==> config.mk <==
export PLATFORM = sky130hd
export DESIGN_NAME = hwmon_seq
export DESIGN_NICKNAME = d
export VERILOG_FILES = /design/src/rtl/hwmon_pkg.sv /design/src/rtl/hwmon_ctrl.sv /design/src/rtl/hwmon_dp.sv /design/src/rtl/hwmon_seq.sv
export SDC_FILE = /design/constraint.sdc
export NUM_CORES = 1
export LEC_CHECK = 0
export BUFFER_PORTS_ARGS = -buffer_cell sky130_fd_sc_hd__clkbuf_2
export CELL_PAD_IN_SITES_DETAIL_PLACEMENT = 0
export CELL_PAD_IN_SITES_GLOBAL_PLACEMENT = 1
export CORE_ASPECT_RATIO = 1.5
export CORE_UTILIZATION = 45
export CTS_CLUSTER_SIZE = 30
export DETAILED_ROUTE_END_ITERATION = 7
export PLACE_DENSITY = 0.7
export SYNTH_ARGS = -nofsm -noshare
export SYNTH_HDL_FRONTEND = slang
export SYNTH_HIERARCHICAL = 1
export SYNTH_SLANG_ARGS = --single-unit
==> constraint.sdc <==
create_clock -name clk -period 11.6 [get_ports clk]
set_input_delay 3.48 -clock clk [delete_from_list [all_inputs] [get_ports clk]]
set_output_delay 3.48 -clock clk [all_outputs]
set_load 0.02 [all_outputs]
==> src/rtl/hwmon_pkg.sv <==
package hwmon_pkg;
  localparam int TEMP_CH   = 2;
  localparam int VOLT_CH   = 3;
  localparam int NUM_CH    = TEMP_CH + VOLT_CH;
  localparam int CH_W      = $clog2(NUM_CH);
  localparam int DATA_W    = 8;
  localparam int ADDR_W    = 5;
  localparam int IDX_W     = 3;
  localparam int MAX_SHIFT = 5;
  localparam int ACC_W     = DATA_W + MAX_SHIFT;
  localparam int IDLE_W    = 8;
  localparam logic [IDLE_W-1:0] IDLE_DEF = 8'd4;

  // register banks picked by address bits [4:3]
  localparam logic [1:0] BANK_CFG  = 2'd0;
  localparam logic [1:0] BANK_READ = 2'd1;
  localparam logic [1:0] BANK_HIGH = 2'd2;
  localparam logic [1:0] BANK_LOW  = 2'd3;
  // offsets inside the configuration bank
  localparam logic [IDX_W-1:0] CFG_CTRL = 3'd0;
  localparam logic [IDX_W-1:0] CFG_MODE = 3'd1;
  localparam logic [IDX_W-1:0] CFG_IDLE = 3'd2;
  localparam logic [IDX_W-1:0] CFG_STAT = 3'd3;
  localparam logic [IDX_W-1:0] CFG_MASK = 3'd4;

  typedef logic [CH_W-1:0] chan_t;

  typedef struct packed {
    logic  take;    // sample is valid this cycle
    logic  first;   // first sample of the channel
    logic  commit;  // last sample: write the reading
    chan_t chan;
  } strobe_t;

  // priority decode of the averaging field, highest bit wins
  function automatic logic [2:0] avgShift(input logic [2:0] sel);
    if (sel[2])      return 3'd5;
    else if (sel[1]) return 3'd4;
    else if (sel[0]) return 3'd3;
    else             return 3'd0;
  endfunction
endpackage

==> src/rtl/hwmon_ctrl.sv <==
module hwmon_ctrl
  import hwmon_pkg::*;
#(
  parameter int TEMP_CLKS = 96,
  parameter int VOLT_CLKS = 68
) (
  input  logic              clk,
  input  logic              rstN,
  input  logic              convTick,
  input  logic              runEn,
  input  logic              cycleMode,
  input  logic [2:0]        avgSel,
  input  logic [IDLE_W-1:0] idleLen,
  output logic              convStart,
  output chan_t             convChan,
  output strobe_t           strobe
);
  localparam int LEN_MAX = (TEMP_CLKS > VOLT_CLKS) ? TEMP_CLKS : VOLT_CLKS;
  localparam int TICK_W  = $clog2(LEN_MAX);
  localparam int SAMP_W  = MAX_SHIFT + 1;

  typedef enum logic [1:0] {S_OFF, S_ISSUE, S_CONV, S_WAIT} state_t;

  state_t              state;
  chan_t               chanR;
  logic [TICK_W-1:0]   tickCnt;
  logic [SAMP_W-1:0]   sampCnt;
  logic [IDLE_W-1:0]   idleCnt;
  logic [TICK_W-1:0]   lastIdx;
  logic                lastTick;
  logic                sampLast;

  always_comb begin
    lastIdx  = (chanR < CH_W'(TEMP_CH)) ? TICK_W'(TEMP_CLKS - 1) : TICK_W'(VOLT_CLKS - 1);
    lastTick = (tickCnt == lastIdx);
    sampLast = (sampCnt == SAMP_W'((1 << avgShift(avgSel)) - 1));
  end

  always_ff @(posedge clk) begin
    if (!rstN) begin
      state   <= S_OFF;
      chanR   <= '0;
      tickCnt <= '0;
      sampCnt <= '0;
      idleCnt <= '0;
    end else if (!runEn) begin
      state   <= S_OFF;
      chanR   <= '0;
      sampCnt <= '0;
    end else begin
      case (state)
        S_OFF:   state <= S_ISSUE;
        S_ISSUE: begin
          tickCnt <= '0;
          state   <= S_CONV;
        end
        S_CONV: if (convTick) begin
          if (!lastTick) begin
            tickCnt <= tickCnt + TICK_W'(1);
          end else if (!sampLast) begin
            sampCnt <= sampCnt + SAMP_W'(1);
            state   <= S_ISSUE;
          end else begin
            sampCnt <= '0;
            if (chanR == CH_W'(NUM_CH - 1)) begin
              chanR   <= '0;
              idleCnt <= '0;
              state   <= cycleMode ? S_WAIT : S_ISSUE;
            end else begin
              chanR <= chanR + CH_W'(1);
              state <= S_ISSUE;
            end
          end
        end
        S_WAIT: if (convTick) begin
          if (idleCnt == idleLen) state <= S_ISSUE;
          else idleCnt <= idleCnt + IDLE_W'(1);
        end
        default: state <= S_OFF;
      endcase
    end
  end

  always_comb begin
    convStart     = (state == S_ISSUE) && runEn;
    convChan      = chanR;
    strobe.take   = (state == S_CONV) && convTick && lastTick;
    strobe.first  = (sampCnt == '0);
    strobe.commit = strobe.take && sampLast;
    strobe.chan   = chanR;
  end
endmodule

==> src/rtl/hwmon_dp.sv <==
module hwmon_dp
  import hwmon_pkg::*;
(
  input  logic              clk,
  input  logic              rstN,
  input  logic              regWrEn,
  input  logic [ADDR_W-1:0] regWrAddr,
  input  logic [DATA_W-1:0] regWrData,
  input  logic [ADDR_W-1:0] regRdAddr,
  output logic [DATA_W-1:0] regRdData,
  input  logic [DATA_W-1:0] sampleData,
  input  strobe_t           strobe,
  output logic              runEn,
  output logic              cycleMode,
  output logic [2:0]        avgSel,
  output logic [IDLE_W-1:0] idleLen,
  output logic              irq
);
  logic [NUM_CH-1:0] statR, statNext, maskR;
  logic [DATA_W-1:0] hiLim   [NUM_CH];
  logic [DATA_W-1:0] loLim   [NUM_CH];
  logic [DATA_W-1:0] readingR[NUM_CH];
  logic [ACC_W-1:0]  accR, accBase, sumNext;
  logic [DATA_W-1:0] avgVal;
  logic              hit;

  logic [1:0]       wrBank, rdBank;
  logic [IDX_W-1:0] wrIdx, rdIdx;
  logic             wrCfg, softRst;

  assign wrBank  = regWrAddr[ADDR_W-1:IDX_W];
  assign wrIdx   = regWrAddr[IDX_W-1:0];
  assign rdBank  = regRdAddr[ADDR_W-1:IDX_W];
  assign rdIdx   = regRdAddr[IDX_W-1:0];
  assign wrCfg   = regWrEn && (wrBank == BANK_CFG);
  assign softRst = wrCfg && (wrIdx == CFG_CTRL) && regWrData[7];

  // averaging datapath
  always_comb begin
    accBase = strobe.first ? '0 : accR;
    sumNext = accBase + ACC_W'(sampleData);
    avgVal  = DATA_W'(sumNext >> avgShift(avgSel));
    hit     = strobe.commit &&
              ((avgVal > hiLim[strobe.chan]) || (avgVal < loLim[strobe.chan]));
  end

  always_comb begin
    statNext = statR;
    if (wrCfg && (wrIdx == CFG_STAT)) statNext = statNext & ~regWrData[NUM_CH-1:0];
    if (hit) statNext[strobe.chan] = 1'b1;
  end

  // configuration, limits and status: power-on and soft reset defaults
  always_ff @(posedge clk) begin
    if (!rstN || softRst) begin
      runEn     <= 1'b0;
      cycleMode <= 1'b0;
      avgSel    <= '0;
      idleLen   <= IDLE_DEF;
      statR     <= '0;
      maskR     <= '0;
      for (int i = 0; i < NUM_CH; i++) begin
        hiLim[i] <= '1;
        loLim[i] <= '0;
      end
    end else begin
      statR <= statNext;
      if (wrCfg) begin
        case (wrIdx)
          CFG_CTRL: runEn <= regWrData[0];
          CFG_MODE: begin
            avgSel    <= regWrData[7:5];
            cycleMode <= regWrData[0];
          end
          CFG_IDLE: idleLen <= regWrData;
          CFG_MASK: maskR   <= regWrData[NUM_CH-1:0];
          default: ;
        endcase
      end
      if (regWrEn && (wrIdx < IDX_W'(NUM_CH))) begin
        if (wrBank == BANK_HIGH) hiLim[wrIdx] <= regWrData;
        if (wrBank == BANK_LOW)  loLim[wrIdx] <= regWrData;
      end
    end
  end

  // accumulator and readings carry no reset
  always_ff @(posedge clk) begin
    if (strobe.take) accR <= sumNext;
    if (strobe.commit) readingR[strobe.chan] <= avgVal;
  end

  always_comb begin
    regRdData = '0;
    if (rdBank == BANK_CFG) begin
      case (rdIdx)
        CFG_CTRL: regRdData = {7'b0, runEn};
        CFG_MODE: regRdData = {avgSel, 4'b0, cycleMode};
        CFG_IDLE: regRdData = idleLen;
        CFG_STAT: regRdData = DATA_W'(statR);
        CFG_MASK: regRdData = DATA_W'(maskR);
        default:  regRdData = '0;
      endcase
    end else if (rdIdx < IDX_W'(NUM_CH)) begin
      case (rdBank)
        BANK_READ: regRdData = readingR[rdIdx];
        BANK_HIGH: regRdData = hiLim[rdIdx];
        default:   regRdData = loLim[rdIdx];
      endcase
    end
  end

  assign irq = |(statR & ~maskR);
endmodule

==> src/rtl/hwmon_seq.sv <==
module hwmon_seq
  import hwmon_pkg::*;
#(
  parameter int TEMP_CLKS = 96,
  parameter int VOLT_CLKS = 68
) (
  input  logic              clk,
  input  logic              rstN,
  input  logic              convTick,
  input  logic              regWrEn,
  input  logic [ADDR_W-1:0] regWrAddr,
  input  logic [DATA_W-1:0] regWrData,
  input  logic [ADDR_W-1:0] regRdAddr,
  output logic [DATA_W-1:0] regRdData,
  output logic              convStart,
  output logic [CH_W-1:0]   convChan,
  input  logic [DATA_W-1:0] sampleData,
  output logic              irq
);
  logic              runEn;
  logic              cycleMode;
  logic [2:0]        avgSel;
  logic [IDLE_W-1:0] idleLen;
  strobe_t           strobe;

  hwmon_ctrl #(.TEMP_CLKS(TEMP_CLKS), .VOLT_CLKS(VOLT_CLKS)) u_ctrl (
    .clk       (clk),
    .rstN      (rstN),
    .convTick  (convTick),
    .runEn     (runEn),
    .cycleMode (cycleMode),
    .avgSel    (avgSel),
    .idleLen   (idleLen),
    .convStart (convStart),
    .convChan  (convChan),
    .strobe    (strobe)
  );

  hwmon_dp u_dp (
    .clk        (clk),
    .rstN       (rstN),
    .regWrEn    (regWrEn),
    .regWrAddr  (regWrAddr),
    .regWrData  (regWrData),
    .regRdAddr  (regRdAddr),
    .regRdData  (regRdData),
    .sampleData (sampleData),
    .strobe     (strobe),
    .runEn      (runEn),
    .cycleMode  (cycleMode),
    .avgSel     (avgSel),
    .idleLen    (idleLen),
    .irq        (irq)
  );
endmodule

==> key figures, run 1 <==
Synthesis
  • Synth Area in XOR/XNOR: 0.02209
  • Post-Syn Area: roughly 0.013 mm2
  • Compound-cell area share of the yosys netlist: 0.09301
  • Area share of and/or/nand/nor cells after synthesis: 0.1409
  • Number of synthesized register bits: 230
  • Synth Area in Adders: 0.03807
  • Yosys cell types: 74
  • Synthesized area per cell: 12.44 um2
  • Yosys Warn Count: 6
  • Number of flops mapped to enable cells by yosys: roughly 180
  • Syn Inst Count: between 1000 and 1500
  • Mux contribution to synthesized area: 0.1690
  • Largest family of logic cells by synthesized area: multiplexers
  • Post-synth top flop: edfxtp_1
  • Asr flop ratio synth: 0
  • Post-synthesis sequential area ratio: 0.5058

Worst setup path
  • Req. time, crit path: just over 8000 ps
  • R2r setup slk: 6200 ps
  • Crit path capture type: output pin
  • Crit-path max FO: 27
  • Crit Path Class: in2out
  • Startpoint types: input port
  • Critical path arrival: 6030 ps

Global routing
  • Initial antenna violation count: 0
  • Pin count of the biggest net entering global routing: 45
  • Gr ovfl total: 0
  • Total GRT Usage: 0.2313
  • Number of global-route vias before repair: 8528
  • First-pass GRT wire length: roughly 50 mm

Clock network
  • Latest clock arrival within the worst-skew pair: roughly 530 ps
  • Post-CTS Setup Inserts: 0
  • Clk root buf: clkbuf_16
  • Post-CTS sizing: 0
  • Clock transition at path regs: 60 ps
  • Clock buffer depth: 3
  • CTS tree: built
  • CTS Hold Bufs: 0
  • CTS Buf Count: 25
  • H-tree depth: 1
  • Sink Count: 230

STA
  • Max-Slew Margin vs Limit: 0.1584
  • Final Hold Vio Count: 0
  • Tcrit/Tclk final: 0.8200
  • Slew Viols, Final: 0
  • Setup violators final: 0
  • Achievable frequency: 105.1 MHz
  • Fin crit period: 9512 ps
  • RSZ-0062 raised after global routing: false
  • Total negative setup slack: 0 ps
  • Worst Tran Pin Value: 1245 ps
  • Skew final: roughly 11 ps

Routing
  • Vias: about 8600
  • Post-DR vias/cell: 5.898
  • Final wirelength: 33.16 mm
  • Initial DRC count: 674
  • DRC viols: 0
  • Final ANT Viol Nets: 0
  • Drt wl/cell: 22.87 um
  • Pre-antenna DRT Iters: 7

Placement
  • Gp weighted congestion: 0.8397
  • Final HPWL DP: roughly 23 mm
  • Port bufs: between 40 and 50

Floorplan
  • Die ar.: 0.02888 mm2
  • Top-Level Pins: between 40 and 50
  • Chip Width: about 140 um
  • Initial Util: 0.4613
  • Core footprint: 0.02750 mm2
  • Die height: 207.6 um
  • Core Rows: 74

Flow run
  • # Max-Cap Violations: 0

Final layout
  • Fin nets: 1158
  • Fin util: 0.5139
  • Commonest non-fill, non-tap cell in the layout: edfxtp_1
  • Commonest non-fill, non-tap cells in the layout: 181 x edfxtp_1, 74 x nor2_1, 67 x mux4_2, 50 x and2_1, 49 x conb_1
  • Antenna cells: 0
  • Fill cell count: 2461
  • Share of layout cells above drive strength 1: 0.1949
  • Syn-to-layout area delta: 11.39%

Min path
  • Tightest Hold Check Type: reg2reg

Power and ir drop
  • Overall power: 0.001851 W
  • Worst vdd ir: 106.2 uV
  • Leak Pwr: 5.067 nW
  • Power Density: 131.0 mW/mm2

Run status
  • Status: finished, final reports clean
-- metal layers --
metal,GRT usage,share of wire,up-vias
met1,0.2832,0.40,4255
met2,0.4138,0.52,253
met4,0.09962,0.038,0
met5,0,0,-
met3,0.02261,0.043,55
li1,-,-,3989
-- cell type report --
cell class | count | area (um2) | area share
multi-input combinational | 743 | 6068 | 0.4294
sequential | 230 | 6419 | 0.4542
clock inverter | 13 | 86.33 | 0.006109
inverter | 30 | 112.6 | 0.007969
timing repair buffer | 60 | 345.3 | 0.02444
tap | 342 | 427.9 | 0.03028
clock buffer | 32 | 671.9 | 0.04755
-- critical path: stages --
cell and delay, ps:
buf_2 730, buf_4 430, mux4_2 540, mux2_2 270
a22oi_1 210, a21oi_1 140, clkbuf_2 210
-- worst paths after layout --
| path | startpoint | to | cells past startpoint |
|---|---|---|---|
| worst max-delay path | regRdAddr[0] | regRdData[6] | 7 |
| worst min register to register | u_ctrl/tickCnt[1] | u_ctrl/tickCnt[1] | 2 |
| worst min-delay path | u_ctrl/tickCnt[1] | u_ctrl/tickCnt[1] | 2 |
| worst max register to register | u_ctrl/sampCnt[2] | u_dp/statR[3] | 17 |
-- metrics by stage --
stage / hold slack, ps / instances / worst slack, ps / cell area [um2]
after detailed placement: 488.5 / 1405 / 1990 / 13370
final: 494.5 / 1450 / 2088 / 14130
after CTS: 497.5 / 1450 / 1989 / 14130
after global placement: 475.9 / 1405 / 2030 / 13370
after floorplan: 460.0 / 1067 / 3059 / 12860
after global routing: 531.6 / 1450 / 1894 / 14130
-- sequential cells by signal, summed over array words and instances (netlist names) --
name             cells
u_dp/loLim          64
u_dp/readingR       40
u_dp/maskR           5
u_dp/statR           5
u_ctrl/idleCnt       8
u_dp/runEn           1
u_ctrl/convChan      3
u_dp/hiLim          64
u_ctrl/tickCnt       7
u_dp/cycleMode       1
u_dp/idleLen         8
u_dp/accR           13
u_ctrl/state         2
u_dp/avgSel          3
u_ctrl/sampCnt       6
-- synthesized netlist by cell type (18+ instances only) --
library cell  number  area, um2
buf_2             18      90.09
nand2b_1          18      112.6
and2_1            50      312.8
mux2i_1           35      350.3
or3_1             39      244.0
nor2b_1           23      143.9
nand3_1           29      145.1
a21o_1            18      135.1
nor2_1            74      277.8
mux4_2            67       1509
a21oi_1           35      175.2
o21ai_0           38      190.2
mux2_2            24      270.3
edfxtp_1         181       5435
inv_1             29      108.9
clkbuf_1          35      131.4
dfxtp_1           49      980.9
ha_1              37      462.9
nand2_1           41      153.9
-- cells by family (layout without fill, tap and decap cells) --
group,count (synthesis),in the layout
and+or+nand+nor,326,326
DFF,230,230
AOI/OAI and AO/OA,171,171
muxes,127,127
buffers and inverters,94,135
adders and majority gates,38,38
xor gates and xnor gates,32,32
other,2,49
-- power breakdown --
group          total [W]  switching (W)  leakage [nW]  internal (W)
clock           0.000745       0.000332         0.364      0.000413
sequential      0.000936      0.0000159          2.12      0.000920
combinational   0.000170       0.000101          2.58     0.0000688
(Power assumes the default switching activity.)
==> inputs of run 2 (changes only) <==
--- a/config.mk
+++ b/config.mk
@@ -12,7 +12,7 @@
 export CORE_UTILIZATION = 45
 export CTS_CLUSTER_SIZE = 30
 export DETAILED_ROUTE_END_ITERATION = 7
-export PLACE_DENSITY = 0.7
+export PLACE_DENSITY = 0.73
 export SYNTH_ARGS = -nofsm -noshare
 export SYNTH_HDL_FRONTEND = slang
 export SYNTH_HIERARCHICAL = 1
==> constraint.sdc (replaced) <==
create_clock -name clk -period 7.7 [get_ports clk]
set_input_delay 2.31 -clock clk [delete_from_list [all_inputs] [get_ports clk]]
set_output_delay 2.31 -clock clk [all_outputs]
set_load 0.02 [all_outputs]
==> key figures, run 2 (synthesis results as in run 1) <==
STA
  • Skew final: about 25 ps
  • Setup violators final: 0
  • Max-Slew Margin vs Limit: 0.2162
  • RSZ-0062 raised after global routing: false
  • Tcrit/Tclk final: 0.8885
  • Slew Viols, Final: 0
  • Achievable frequency: about 150 MHz
  • Total negative setup slack: 0 ps
  • Final Hold Vio Count: 0
  • Fin crit period: 6841 ps
  • Worst Tran Pin Value: 1168 ps

Final layout
  • Fin nets: 1161
  • Top flop regs: u_dp/hiLim: 64 flops, u_dp/loLim: 64 flops, u_dp/readingR: 40 flops
  • Syn-to-layout area delta: 11.76%
  • Commonest non-fill, non-tap cells in the layout: 181 x edfxtp_1, 74 x nor2_1, 67 x mux4_2, 50 x and2_1, 49 x conb_1
  • Fill cell count: 2378
  • Share of layout cells above drive strength 1: 0.1939
  • Commonest non-fill, non-tap cell in the layout: edfxtp_1
  • Finished Layout Cells: between 1000 and 1500

Run status
  • Status: finished, final reports clean

Routing
  • Initial DRC count: 675
  • Final ANT Viol Nets: 0
  • Pre-antenna DRT Iters: 5
  • Post-DR vias/cell: 5.896
  • DRC viols: 0
  • Final wirelength: approximately 34 mm
  • Vias: 8573
  • Drt wl/cell: between 20 and 25 um

Worst setup path
  • Worst Setup SP: regRdAddr[1]
  • CP max-delay cell: clkbuf_2
  • R2R depth: 17
  • Crit-path max FO: 24
  • Cells along the critical path: clkbuf_2 -> buf_12 -> buf_4 -> mux4_2 -> mux2_2 -> o22ai_1 -> a21oi_1 -> clkbuf_2
  • Crit Path Class: in2out
  • Critical Path Most Common Cell: clkbuf_2
  • Startpoint types: input port
  • Worst r2r src: u_ctrl/sampCnt[2]
  • Critical path arrival: 4530 ps
  • Crit path capture type: output pin
  • Req. time, crit path: 5390 ps
  • CP peak stage delay: 600 ps

Power and ir drop
  • Worst vdd ir: 145.2 uV
  • Power Density: roughly 200 mW/mm2
  • Leak Pwr: 5.096 nW

Clock network
  • CTS tree: built
  • Sink Count: 230
  • Clk root buf: clkbuf_16
  • Latest clock arrival within the worst-skew pair: 540 ps
  • CTS Buf Count: 22
  • Clock transition at path regs: 60 ps
  • CTS Hold Bufs: 0
  • H-tree depth: 1
  • Post-CTS sizing: 0
  • Clock buffer depth: 3
  • Post-CTS Setup Inserts: 0

Placement
  • Cells after DPL: between 1000 and 1500
  • Port bufs: 42
  • Final HPWL DP: 23.34 mm
  • Gp weighted congestion: 0.8674

Min path
  • Tightest Hold Check Type: reg2reg
  • Hold path start: u_ctrl/tickCnt[1]
  • WHS Path Cells: 2

Floorplan
  • Die height: around 210 um
  • Chip Width: between 100 and 150 um
  • Initial Util: 0.4613
  • Core Rows: 74
  • Core footprint: 0.02750 mm2
  • Top-Level Pins: 43
  • Die ar.: 0.02888 mm2

Flow run
  • # Max-Cap Violations: 0

Global routing
  • Gr ovfl total: 0
  • First-pass GRT wire length: 50.56 mm
  • Pin count of the biggest net entering global routing: 45
  • Initial antenna violation count: 1
  • Total GRT Usage: 0.2348
  • Number of global-route vias before repair: 8541
-- run 2: cell types whose count changed in the layout (fill, tap and decap cells not counted) --
cell	delta
clkbuf_16	-3
clkinvlp_4	-3
clkinv_2	-2
clkbuf_1	-1
inv_6	-3
diode_2	+3
bufinv_16	+2
buf_4	+4
clkinv_4	-1
clkbuf_8	+2
clkinv_8	+1
clkinv_1	+3
buf_12	+2
-- run 2: critical path: cells and delay by family --
family / cells / cell delay, ps
mux: 2 / 580
compound gates: 2 / 300
buf+inv: 4 / 1300
-- run 2: where the power goes --
part           total [W]  internal, W  leakage (nW)  switching [W]
Sequential       0.00141      0.00139          2.12      0.0000245
Clock            0.00110     0.000632         0.354       0.000468
Combinational   0.000261     0.000107          2.62       0.000154
-- run 2: worst paths after layout --
kind                                          end  slack [ps]
worst max register to register      u_dp/statR[1]        2580
worst min-delay path            u_ctrl/tickCnt[1]         510
worst min register to register  u_ctrl/tickCnt[1]         510
worst max-delay path                 regRdData[7]         860
-- run 2: metrics by stage --
stage	instance area, um2	hold WS, ps	util	setup WS, ps	total power (W)
floorplan	12860	460.0	-	1499	0.001593
global placement	13440	476.9	0.4889	911.0	0.001692
detailed placement	13440	492.1	0.4889	879.6	0.001697
CTS	14170	501.4	0.5153	870.5	0.002787
global route	14170	532.8	0.5154	742.6	0.002851
finish	14180	510.4	0.5156	858.8	0.002772
-- run 2: area by class of cell --
cell class	instances	area (um2)	share of cell area
repair buffers	66	415.4	0.02930
diodes	3	7.507	0.0005295
inverters	30	112.6	0.007943
multi-input cells	743	6068	0.4280
flip-flops and latches	230	6419	0.4527
clock inverters	10	106.4	0.007502
well taps	342	427.9	0.03018
clock buffers	30	620.6	0.04377
-- run 2: layer usage --
layer  vias to the layer above  GRT usage  share of wire
li1                       3988          -              -
met1                      4290     0.2838           0.40
met2                       217     0.4147           0.51
met3                        78    0.02215          0.042
met4                         0     0.1238          0.050
met5                         -          0              0
==> inputs of run 3 (changes only) <==
--- a/config.mk
+++ b/config.mk
@@ -6,6 +6,7 @@
 export NUM_CORES = 1
 export LEC_CHECK = 0
 export BUFFER_PORTS_ARGS = -buffer_cell sky130_fd_sc_hd__clkbuf_2
+export CAP_MARGIN = 25
 export CELL_PAD_IN_SITES_DETAIL_PLACEMENT = 0
 export CELL_PAD_IN_SITES_GLOBAL_PLACEMENT = 1
 export CORE_ASPECT_RATIO = 1.5
@@ -13,7 +14,9 @@
 export CTS_CLUSTER_SIZE = 30
 export DETAILED_ROUTE_END_ITERATION = 7
 export PLACE_DENSITY = 0.73
+export RECOVER_POWER = 25
 export SYNTH_ARGS = -nofsm -noshare
 export SYNTH_HDL_FRONTEND = slang
 export SYNTH_HIERARCHICAL = 1
 export SYNTH_SLANG_ARGS = --single-unit
+export TNS_END_PERCENT = 10
==> key figures, run 3 (synthesis results as in run 1) <==
Clock network
  • Clk root buf: clkbuf_16
  • H-tree depth: 1
  • CTS Buf Count: 22
  • Clock buffer depth: 3
  • Clock transition at path regs: approximately 60 ps
  • Latest clock arrival within the worst-skew pair: 540 ps
  • Sink Count: 230
  • Post-CTS Setup Inserts: 0
  • CTS tree: built
  • CTS Hold Bufs: 0
  • Post-CTS sizing: 0

Power and ir drop
  • Internal: 0.002124 W
  • Power Density: 195.9 mW/mm2
  • Part of the power in registers: 0.509
  • Leak Pwr: 5.067 nW
  • Psw: roughly 0.00065 W
  • Sw Share: 0.2333
  • Worst vdd ir: roughly 150 uV
  • Overall power: ~0.0028 W
  • Clock Power Share: 0.397
  • Combinational power share: 0.094

Run status
  • Status: finished, violations left
  • Failing checks: capacitance limit, slew limit

STA
  • Achievable frequency: 146.2 MHz
  • Tcrit/Tclk final: 0.8884
  • Slew Viols, Final: 45
  • Total negative setup slack: 0 ps
  • RSZ-0062 raised after global routing: false
  • Max-Slew Margin vs Limit: -1.023
  • Fin crit period: 6841 ps
  • Final Hold Vio Count: 0
  • Skew final: 26.76 ps
  • Fin worst setup slack: between 800 and 900 ps
  • Worst Tran Pin Value: 3035 ps
  • Setup violators final: 0

Floorplan
  • Die ar.: 0.02888 mm2
  • Initial Util: 0.4613
  • Core Rows: 74
  • Chip Width: around 140 um
  • Die height: 207.6 um
  • Core footprint: between 0.02 and 0.03 mm2
  • Top-Level Pins: 43

Final layout
  • Finished Layout Cells: approximately 1500
  • Fill cell count: 2385
  • Syn-to-layout area delta: 11.50%
  • Share of layout cells above drive strength 1: 0.1818
  • Multi-input combinational cell area: 0.006046 mm2
  • Register area: about 0.0064 mm2
  • Fin nets: about 1200
  • Commonest non-fill, non-tap cell in the layout: edfxtp_1
  • Top flop regs: u_dp/hiLim: 64 flops, u_dp/loLim: 64 flops, u_dp/readingR: 40 flops
  • Commonest non-fill, non-tap cells in the layout: 181 x edfxtp_1, 74 x nor2_1, 67 x mux4_2, 49 x conb_1

Global routing
  • Number of global-route vias before repair: 8541
  • Gr ovfl total: 0
  • GR Layer Usage met1: 0.2838
  • Global route hottest layer: met2
  • Initial antenna violation count: 1
  • First-pass GRT wire length: 50.56 mm
  • Pin count of the biggest net entering global routing: 45
  • Met2 Use GR: 0.4147
  • Met3 Use GR: 0.02215
  • Total GRT Usage: 0.2348

Flow run
  • # Max-Cap Violations: 1

Placement
  • Cells after DPL: about 1400
  • Port bufs: 42
  • Setup Slack @ Placement: 879.6 ps
  • Final HPWL DP: 23.34 mm
  • Gp weighted congestion: 0.8674

Worst setup path
  • Worst Setup SP: regRdAddr[1]
  • Crit path max-delay family: buffers and inverters
  • Req. time, crit path: 5390 ps
  • CP max-delay cell: clkbuf_2
  • Startpoint types: input port
  • Crit Path Class: in2out
  • Critical Path Most Common Cell: clkbuf_2
  • Crit-path max FO: 24
  • Worst r2r src: u_ctrl/convChan[1]
  • Worst path bufs/invs: 4
  • CP peak stage delay: 600 ps
  • Cells along the critical path: clkbuf_2 -> buf_12 -> buf_4 -> mux4_2 -> mux2_2 -> o22ai_1 -> a21oi_1 -> clkbuf_2
  • Crit path capture type: output pin
  • Critical path arrival: 4530 ps

Routing
  • Vias: 8597
  • Pre-antenna DRT Iters: 5
  • Drt wl/cell: between 20 and 25 um
  • Final wirelength: 33.45 mm
  • DRC viols: 0
  • Initial DRC count: 671
  • Post-DR vias/cell: 5.909
  • Final ANT Viol Nets: 0

Min path
  • Hold path start: u_ctrl/tickCnt[1]
  • Tightest Hold Check Type: reg2reg
==> run 3: cell types whose count changed in the layout (fill, tap and decap cells not counted), moves of 2 or more <==
cell,previous run,this run
clkbuf_2,41,33
and2_1,50,48
clkbuf_1,4,15
and2_0,0,2
==> run 3: layout make-up <==
cell class	count	share of cell area
tap	342	0.03025
timing repair buffer	68	0.02893
clock buffer	30	0.04387
clock inverter	10	0.007519
multi-input combinational	743	0.4274
antenna	2	0.0003538
inverter	30	0.007961
sequential	230	0.4537
==> run 3: worst paths after layout <==
kind,slack [ps],depth (start not counted),to
worst max-delay path,860,8,regRdData[7]
worst min-delay path,500,2,u_ctrl/tickCnt[1]
worst max register to register,1870,8,u_dp/readingR[3][4]
worst min register to register,500,2,u_ctrl/tickCnt[1]
==> run 3: per-stage QoR <==
step	hold WS, ps	instance area [um2]	utilization
after CTS	501.4	14170	0.5153
after global routing	532.8	14140	0.5143
final	501.3	14140	0.5144
after floorplan	460.0	12860	-
after detailed placement	492.1	13440	0.4889
after global placement	476.9	13440	0.4889
==> run 3: worst min-delay path: cells and delay by family (launching register included) <==
family | cells | cell delay [ps]
DFF | 1 | 320
AOI/OAI and AO/OA | 2 | 140
==> run 3: power groups by stage <==
stage | Sequential, W | Clock [W] | Combinational [W]
global placement | 0.00143 | 0 | 0.000257
CTS | 0.00141 | 0.00112 | 0.000260
finish | 0.00141 | 0.00110 | 0.000260
floorplan | 0.00142 | 0 | 0.000169
global route | 0.00142 | 0.00116 | 0.000276
detailed placement | 0.00144 | 0 | 0.000259
==> run 3: routing by layer <==
| metal | wire length (um) | part of all wire |
|---|---|---|
| met5 | 0 | 0 |
| met4 | 1691 | 0.051 |
| met3 | 1448 | 0.043 |
| met2 | 17140 | 0.51 |
| met1 | 13170 | 0.39 |
